**config.mk**
```make
export PLATFORM = sky130hd
export DESIGN_NAME = ext_irq_merger
export DESIGN_NICKNAME = d
export VERILOG_FILES = /design/src/rtl/irq_merge_pkg.sv /design/src/rtl/irq_edge_det.sv /design/src/rtl/irq_pick.sv /design/src/rtl/ext_irq_merger.sv
export SDC_FILE = /design/constraint.sdc
export NUM_CORES = 1
export LEC_CHECK = 0
export ABC_AREA = 1
export BUFFER_PORTS_ARGS = -buffer_cell sky130_fd_sc_hd__buf_2
export CELL_PAD_IN_SITES_DETAIL_PLACEMENT = 1
export CELL_PAD_IN_SITES_GLOBAL_PLACEMENT = 1
export CORE_MARGIN = 3
export CORE_UTILIZATION = 45
export DETAILED_ROUTE_END_ITERATION = 8
export PLACE_DENSITY_LB_ADDON = 0.1
export SYNTH_ARGS = -nofsm -noshare
export SYNTH_HDL_FRONTEND = slang
export SYNTH_SLANG_ARGS = --single-unit
```
**constraint.sdc**
```tcl
create_clock -name clk -period 10.3 [get_ports clk]
set_clock_uncertainty 0.15 [all_clocks]
set_input_delay 2.06 -clock clk [delete_from_list [all_inputs] [get_ports clk]]
set_output_delay 2.06 -clock clk [all_outputs]
set_load 0.02 [all_outputs]
```
**src/rtl/irq_merge_pkg.sv**
```systemverilog
package irq_merge_pkg;
  localparam int A_ENABLE = 0;
  localparam int A_EDGE   = 1;
  localparam int A_THRESH = 2;
  localparam int A_PEND   = 3;
  localparam int A_RESULT = 4;
  localparam int A_PRIO   = 8;
  localparam int PRIO_LANE = 4;
endpackage

```
**src/rtl/irq_edge_det.sv**
```systemverilog
module irq_edge_det #(
  parameter int NPIN = 4
) (
  input  logic            clk,
  input  logic            rst,
  input  logic [NPIN-1:0] pin_in,
  input  logic [NPIN-1:0] rise_sel,
  output logic [NPIN-1:0] edge_hit
);
  for (genvar i = 0; i < NPIN; i++) begin : g_pin
    logic meta_q, sync_q, last_q;
    always_ff @(posedge clk) begin
      if (rst) begin
        meta_q <= 1'b0;
        sync_q <= 1'b0;
        last_q <= 1'b0;
      end else begin
        meta_q <= pin_in[i];
        sync_q <= meta_q;
        last_q <= sync_q;
      end
    end
    assign edge_hit[i] = rise_sel[i] ? (sync_q & ~last_q) : (~sync_q & last_q);
  end
endmodule

```
**src/rtl/irq_pick.sv**
```systemverilog
module irq_pick #(
  parameter int NPIN  = 4,
  parameter int PW    = 3,
  parameter int IDX_W = 2
) (
  input  logic [NPIN-1:0]         pend,
  input  logic [NPIN-1:0]         en,
  input  logic [NPIN-1:0][PW-1:0] prio,
  input  logic [PW-1:0]           thr,
  output logic                    any,
  output logic [IDX_W-1:0]        idx
);
  logic [PW-1:0] best;
  always_comb begin
    any  = 1'b0;
    idx  = '0;
    best = '0;
    for (int i = 0; i < NPIN; i++) begin
      if (pend[i] && en[i] && (prio[i] > thr)) begin
        if (!any || (prio[i] > best)) begin
          any  = 1'b1;
          idx  = IDX_W'(i);
          best = prio[i];
        end
      end
    end
  end
endmodule

```
**src/rtl/ext_irq_merger.sv**
```systemverilog
module ext_irq_merger
  import irq_merge_pkg::*;
#(
  parameter int NPIN   = 4,
  parameter int PW     = 3,
  parameter int ADDR_W = 4,
  parameter int DATA_W = 8
) (
  input  logic              clk,
  input  logic              rst,
  input  logic [NPIN-1:0]   pin_in,
  input  logic              wr_en,
  input  logic [ADDR_W-1:0] wr_addr,
  input  logic [DATA_W-1:0] wr_data,
  input  logic [ADDR_W-1:0] rd_addr,
  output logic [DATA_W-1:0] rd_data,
  input  logic              irq_ack,
  input  logic              irq_ret,
  output logic              irq_req
);
  localparam int IDX_W = (NPIN > 1) ? $clog2(NPIN) : 1;

  logic [NPIN-1:0]         en_q, sel_q, pend_q, edge_hit, clr_mask;
  logic [NPIN-1:0][PW-1:0] prio_q;
  logic [PW-1:0]           thr_q;
  logic                    in_svc_q, in_svc_nxt;
  logic                    win_valid_q, pick_any;
  logic [IDX_W-1:0]        win_idx_q, pick_idx;

  irq_edge_det #(.NPIN(NPIN)) u_edge (
    .clk(clk), .rst(rst), .pin_in(pin_in), .rise_sel(sel_q), .edge_hit(edge_hit)
  );

  irq_pick #(.NPIN(NPIN), .PW(PW), .IDX_W(IDX_W)) u_pick (
    .pend(pend_q), .en(en_q), .prio(prio_q), .thr(thr_q),
    .any(pick_any), .idx(pick_idx)
  );

  assign clr_mask = (wr_en && wr_addr == ADDR_W'(A_PEND)) ? wr_data[NPIN-1:0] : '0;

  always_ff @(posedge clk) begin
    if (rst) begin
      en_q   <= '0;
      sel_q  <= '0;
      thr_q  <= '0;
      pend_q <= '0;
    end else begin
      if (wr_en && wr_addr == ADDR_W'(A_ENABLE)) en_q  <= wr_data[NPIN-1:0];
      if (wr_en && wr_addr == ADDR_W'(A_EDGE))   sel_q <= wr_data[NPIN-1:0];
      if (wr_en && wr_addr == ADDR_W'(A_THRESH)) thr_q <= wr_data[PW-1:0];
      pend_q <= (pend_q & ~clr_mask) | (edge_hit & en_q);
    end
  end

  for (genvar i = 0; i < NPIN; i++) begin : g_prio
    localparam int RADDR = A_PRIO + i / 2;
    localparam int LSB   = PRIO_LANE * (i % 2);
    always_ff @(posedge clk) begin
      if (rst) prio_q[i] <= '0;
      else if (wr_en && wr_addr == ADDR_W'(RADDR)) prio_q[i] <= wr_data[LSB +: PW];
    end
  end

  always_comb begin
    in_svc_nxt = in_svc_q;
    if (irq_ack)      in_svc_nxt = 1'b1;
    else if (irq_ret) in_svc_nxt = 1'b0;
  end

  always_ff @(posedge clk) begin
    if (rst) begin
      in_svc_q    <= 1'b0;
      irq_req     <= 1'b0;
      win_valid_q <= 1'b0;
      win_idx_q   <= '0;
    end else begin
      in_svc_q    <= in_svc_nxt;
      irq_req     <= pick_any & ~in_svc_nxt;
      win_valid_q <= pick_any;
      win_idx_q   <= pick_idx;
    end
  end

  logic [DATA_W-1:0] rd_mux;
  always_comb begin
    rd_mux = '0;
    if (rd_addr == ADDR_W'(A_ENABLE)) rd_mux[NPIN-1:0] = en_q;
    if (rd_addr == ADDR_W'(A_EDGE))   rd_mux[NPIN-1:0] = sel_q;
    if (rd_addr == ADDR_W'(A_THRESH)) rd_mux[PW-1:0]   = thr_q;
    if (rd_addr == ADDR_W'(A_PEND))   rd_mux[NPIN-1:0] = pend_q;
    if (rd_addr == ADDR_W'(A_RESULT)) begin
      rd_mux[DATA_W-1]  = win_valid_q;
      rd_mux[IDX_W-1:0] = win_idx_q;
    end
    for (int i = 0; i < NPIN; i++) begin
      if (rd_addr == ADDR_W'(A_PRIO + i / 2))
        rd_mux[PRIO_LANE * (i % 2) +: PW] = prio_q[i];
    end
  end

  always_ff @(posedge clk) begin
    if (rst) rd_data <= '0;
    else     rd_data <= rd_mux;
  end
endmodule

```
Word level (Yosys, flattened, before mapping):

Cells that the tools add are included.

* shift-type cells: 0
* add/sub/neg operators: 0
* multipliers: 0
* order comparisons: 7
* divide/modulo/power cells: 0
* muxes and demuxes: 34
* bitwise operators: 23
* reduce and logical (&&, ||, !) cells: 23
* equality and inequality tests: 11

Operator list (count)
* 3-bit two-way mux: 10
* 3-bit > comparator: 7
* 4-bit by 2-bit equality test with 1-bit output, second input constant: 4
* 4-bit equality test, second input constant: 4
* 4-bit two-way mux: 4
* 1-bit logical AND: 14
* 1-bit two-way mux: 14
* 2-bit two-way mux: 6
* 1-bit NOT: 10
* 1-bit AND: 9
* 4-bit AND: 2
* 4-bit by 1-bit equality test with 1-bit output, second input constant: 2
* 4-bit logical NOT: 2
* 4-bit by 3-bit equality test with 1-bit output, second input constant: 1
* 4-bit NOT: 1
* 4-bit bitwise OR: 1
* 1-bit logical NOT: 3
* 1-bit logical OR: 3
* 2-bit OR reduction: 1

* memories kept: 0
* RAM bits: 0
* latch bits: 0
* logic and storage cells: 124
* flip-flop bits (word level): 52
* input bits: 25
* bits in read-only memories: 0

Logic depth before layout (Yosys ltp):

* depth in word-level cells: 16
* mapped depth: 32

Hierarchy:

Synthesis repeated with hierarchy kept, for this count alone.

* cells, all modules: 398
* area total of the unflattened synthesis: 2856.5 um^2

Modules (own cells, without submodules)
* ext_irq_merger: cells an instance 222, times used 1, area each 1684.1 um^2, seq. area each 800.8 um^2
* irq_pick: cells an instance 119, times used 1, area each 745.7 um^2, seq. area each 0.0 um^2
* irq_edge_det: cells an instance 57, times used 1, area each 426.7 um^2, seq. area each 240.2 um^2

Worst setup path after synthesis:

No wires, ideal clock.

* kind: reg2reg
* start point: reg thr_q[2]
* end point: reg win_idx_q[0]
* setup slack: 6337 ps
* data arrival time: 3680 ps
* cell stages (with the launch flop): 33
* library setup time: 132 ps
* cell sequence: dfxtp_1 inv_1 ha_1 nand2_1 nand2_1 inv_1 nand2_1 nand2_4 nor2_1 inv_1 ha_1 a21oi_1 o21ai_0 nand2_1 nand2_1 nand2_1 nand2_1 and2_1 ha_1 nand2_1 o21ai_0 nand2_1 nand2_4 nand2_4 or2_0 nand2_1 ha_1 a21oi_1 o21ai_0 nand2_1 nand2_1 nand2_1 a21oi_1

* longest elaborated chain between the ends: 15

RTL lines
* start: declaration: RTL line ext_irq_merger.sv:25 `logic [PW-1:0] thr_q;`
* start signal: assignment: RTL line ext_irq_merger.sv:50 `if (wr_en && wr_addr == ADDR_W'(A_THRESH)) thr_q <= wr_data[PW-1:0];`
* 3-bit > comparator: RTL line irq_pick.sv:19 `if (pend[i] && en[i] && (prio[i] > thr)) begin`
* 1-bit logical AND: RTL line irq_pick.sv:19
* 3-bit two-way mux / 1-bit two-way mux (equally long branches): RTL line irq_pick.sv:19
* 3-bit > comparator / 1-bit logical NOT (equally long branches): RTL line irq_pick.sv:20 `if (!any || (prio[i] > best)) begin`
* 1-bit logical OR: RTL line irq_pick.sv:20
* 3-bit two-way mux / 1-bit two-way mux (equally long branches): RTL line irq_pick.sv:20
* 3-bit two-way mux / 1-bit two-way mux (equally long branches): RTL line irq_pick.sv:19
* 3-bit > comparator / 1-bit logical NOT (equally long branches): RTL line irq_pick.sv:20
* 1-bit logical OR: RTL line irq_pick.sv:20
* 3-bit two-way mux / 1-bit two-way mux (equally long branches): RTL line irq_pick.sv:20
* 3-bit two-way mux / 1-bit two-way mux (equally long branches): RTL line irq_pick.sv:19
* 3-bit > comparator / 1-bit logical NOT (equally long branches): RTL line irq_pick.sv:20
* 1-bit logical OR: RTL line irq_pick.sv:20
* 2-bit two-way mux: RTL line irq_pick.sv:20
* 2-bit two-way mux *: RTL line irq_pick.sv:19
* end signal: assignment: RTL line ext_irq_merger.sv:80 `win_idx_q <= pick_idx;`
* end: declaration: RTL line ext_irq_merger.sv:28 `logic [IDX_W-1:0] win_idx_q, pick_idx;`

Every way passes the cells marked *; elsewhere a longest branch is shown, timed or not.
A chain may end at the register's enable or synchronous reset.

Worst setup path in the final report:

Same ends and word-level chain as after synthesis.

==> flow_summary.json <==
{
  "postLayoutCellArea_um2": 3050,
  "post-route-period-util_pct": 44.2,
  "timing.max_slew.rel_slack_pct": 55.1,
  "synthesis.area_um2": 2740,
  "grtUsageTotal_pct": 22.3,
  "place.gp.congestion": 0.852,
  "drv_cap": 0,
  "rsz_0062_raised_after_global_routing": "false",
  "leakagePower_nw": 1.43,
  "tightest_slew_ps": 671,
  "cts_inserted_buffers": 5,
  "syn-num-nets": 429,
  "design.portCount": 34,
  "clk_pin_slew_worst_paths_ps": 110,
  "criticalPathCategory": "reg2reg",
  "worst_slack_ps": 5750,
  "critPathLaunchType": "flip-flop",
  "cts-resized-gates": 0,
  "yosys_register_bits": 52,
  "met1_length_mm": 3.43,
  "run_status": "finished, final reports clean",
  "hold_path_startpoint": "u_edge.g_pin[1].meta_q",
  "final_layout_size_suffix_gt1_share_pct": 14.2,
  "drv_slew": 0,
  "crit_path_end_kind": "flip-flop",
  "yosys_warnings": 0,
  "num_antenna_cells": 0,
  "hold_buffers": 0,
  "layout_common_cells": "inv_1, nand2_1, dfxtp_1",
  "final_common_cell": "inv_1",
  "cpPeakStageDelay_ps": 370,
  "finalSetupViolations": 0,
  "fp.dieW_um": 84.1,
  "finalHoldViolations": 0,
  "crit_arrival_ps": 4590,
  "timing.critical_path.from": "thr_q[2]",
  "worst_ir_drop_vdd_mv": 0.0689,
  "top_routing_layer_in_use": "met4",
  "worst_hold_check_path_type": "reg2reg",
  "grt.overflow.total": 0,
  "netlist_top_cells_area": "dfxtp_1, ha_1, inv_1",
  "initialDrtViolationCount": 96,
  "post_synth_inst_count": 383,
  "flow.area_growth_from_synthesis_pct": 11.2,
  "dr_wl_met2_mm": 3.68,
  "netlist.top_cell.by_area": "dfxtp_1",
  "clock_insertion_delay_worst_skew_ps": 310,
  "routed_wirelength_mm": 7.44,
  "dp_hpwl_mm": 5.79,
  "combined_area_of_the_multi_input_logic_cells_um2": 1420,
  "post_route_setup_tns_ps": 0,
  "layoutNonFillerInstCount": 487,
  "pwr_density_cell_nw_per_um2": 121,
  "via_count": 2588,
  "post_drt_wl_per_cell_um": 15.3,
  "cts_buffer_depth": 2,
  "die_height_um": 84.1,
  "clock-root-buffer": "clkbuf_8",
  "post_synth.cell_area_avg_um2": 7.16,
  "coreArea_um2": 5710,
  "preCtsSetupSlack_ps": 5720,
  "maxClockFrequency_mhz": 220,
  "finalCriticalPeriod_ps": 4550,
  "tritoncts": "built",
  "detail_route.drc_violations": 0,
  "post-cts-setup-buffer-count": 0,
  "seq_area_frac_synth_pct": 38.0,
  "ant_nets": 0,
  "cts_sinks": 52,
  "timing.critical_path.mode_cell": "nand2_1",
  "synthDistinctLibCells": 26,
  "largest_net_degree_at_the_start_of_global_routing": 28,
  "grt_pass1_wl_mm": 12.7,
  "fillerInstances": 758,
  "starting_utilization_of_the_core_area_pct": 48.0,
  "dr_wl_met3_um": 233,
  "timing.critical_path.fanout_max": 7,
  "dp_cells": 479,
  "initial_antenna_violation_count": 0,
  "design.final.nets": 460,
  "drt_pass1_iterations": 4,
  "timing.critical_path.slowest_stage_cell": "ha_1",
  "placed_cell_area_um2": 2960,
  "die_area_um2": 7070,
  "io_buffer_count": 32,
  "detail_route.vias_per_cell": 5.31,
  "final-seq-area_um2": 1040,
  "vias_in_the_first_global_route": 2770,
  "r2r_start": "thr_q[2]",
  "cts_htree_levels": 2,
  "num_rows": 27,
  "synth_top_cell_area_share_pct": 38.0,
  "worst-endpoint-required_ps": 10340
}
==> layer usage <==
metal | vias to the layer above | track usage, %
met5 | - | 0
met4 | 0 | 6.14
met3 | 8 | 3.16
met2 | 40 | 40.0
met1 | 1238 | 27.5
li1 | 1302 | -
==> final timing paths <==
kind	depth (start not counted)	slack, ps	end
worst min-delay path	2	270	u_edge.g_pin[1].sync_q
worst min register to register	2	270	u_edge.g_pin[1].sync_q
worst max register to register	32	5750	win_idx_q[0]
worst max-delay path	32	5750	win_idx_q[0]
==> per-stage QoR <==
step | hold WS (ps) | utilization (%) | power [mW]
global placement | 239 | 51.8 | 0.247
floorplan | 238 | - | 0.235
finish | 266 | 53.4 | 0.370
detailed placement | 254 | 51.8 | 0.249
CTS | 268 | 53.4 | 0.374
global route | 285 | 53.4 | 0.388
==> logic make-up (layout without fill, tap and decap cells) <==
| kind of cell | after synthesis | after routing | share of synthesized area [%] |
|---|---|---|---|
| adders and majority gates | 21 | 21 | 9.58 |
| buffers and inverters | 73 | 105 | 10.2 |
| AOI/OAI and AO/OA | 78 | 78 | 14.5 |
| DFF | 52 | 52 | 38.0 |
| and+or+nand+nor | 159 | 159 | 27.7 |
==> synth_stat cells <==
cell type,count
inv_1,60
nand2_1,55
dfxtp_1,52
nor2_1,40
a21oi_1,38
nand3_1,38
o21ai_0,32
ha_1,21
nand4_1,6
buf_2,5
inv_2,5
nand2_4,5
nor2_2,4
and2_1,3
o21ai_1,3
a31oi_1,2
clkbuf_1,2
nor2_4,2
o22ai_1,2
or2_0,2
buf_1,1
nand2_2,1
nand3b_2,1
nor3_4,1
nor3b_1,1
o21a_1,1
==> flip-flops by register name (all words and copies together), names as in the netlist <==
| register | flops |
|---|---|
| thr_q | 3 |
| win_idx_q | 2 |
| prio_q | 12 |
| irq_req | 1 |
| sel_q | 4 |
| pend_q | 4 |
| en_q | 4 |
| u_edge.g_pin.last_q | 4 |
| u_edge.g_pin.sync_q | 4 |
| rd_data | 8 |
| u_edge.g_pin.meta_q | 4 |
| win_valid_q | 1 |
| in_svc_q | 1 |
==> report_power, final <==
| group | internal (mW) | total, mW | switching, mW | leakage [nW] |
|---|---|---|---|---|
| Clock | 0.0497 | 0.125 | 0.0755 | 0.0452 |
| Combinational | 0.0125 | 0.0359 | 0.0234 | 0.961 |
| Sequential | 0.205 | 0.209 | 0.00316 | 0.422 |
| Total | 0.268 | 0.370 | 0.102 | 1.43 |
==> layout make-up <==
cell class / instances / share of cell area (%)
clock buffer: 5 / 2.26
clock inverter: 3 / 0.820
inverter: 65 / 8.00
multi-input combinational: 258 / 46.6
sequential: 52 / 34.1
tap: 72 / 2.95
timing repair buffer: 32 / 5.25
==> worst max-delay path, delay by kind of cell, from the launching register on <==
kind,cells,cell delay [ps]
compound gates,6,690
fa+ha+maj,4,1230
buf+inv,3,220
simple gates,19,1810
flops,1,320
(Power assumes the default switching activity.)
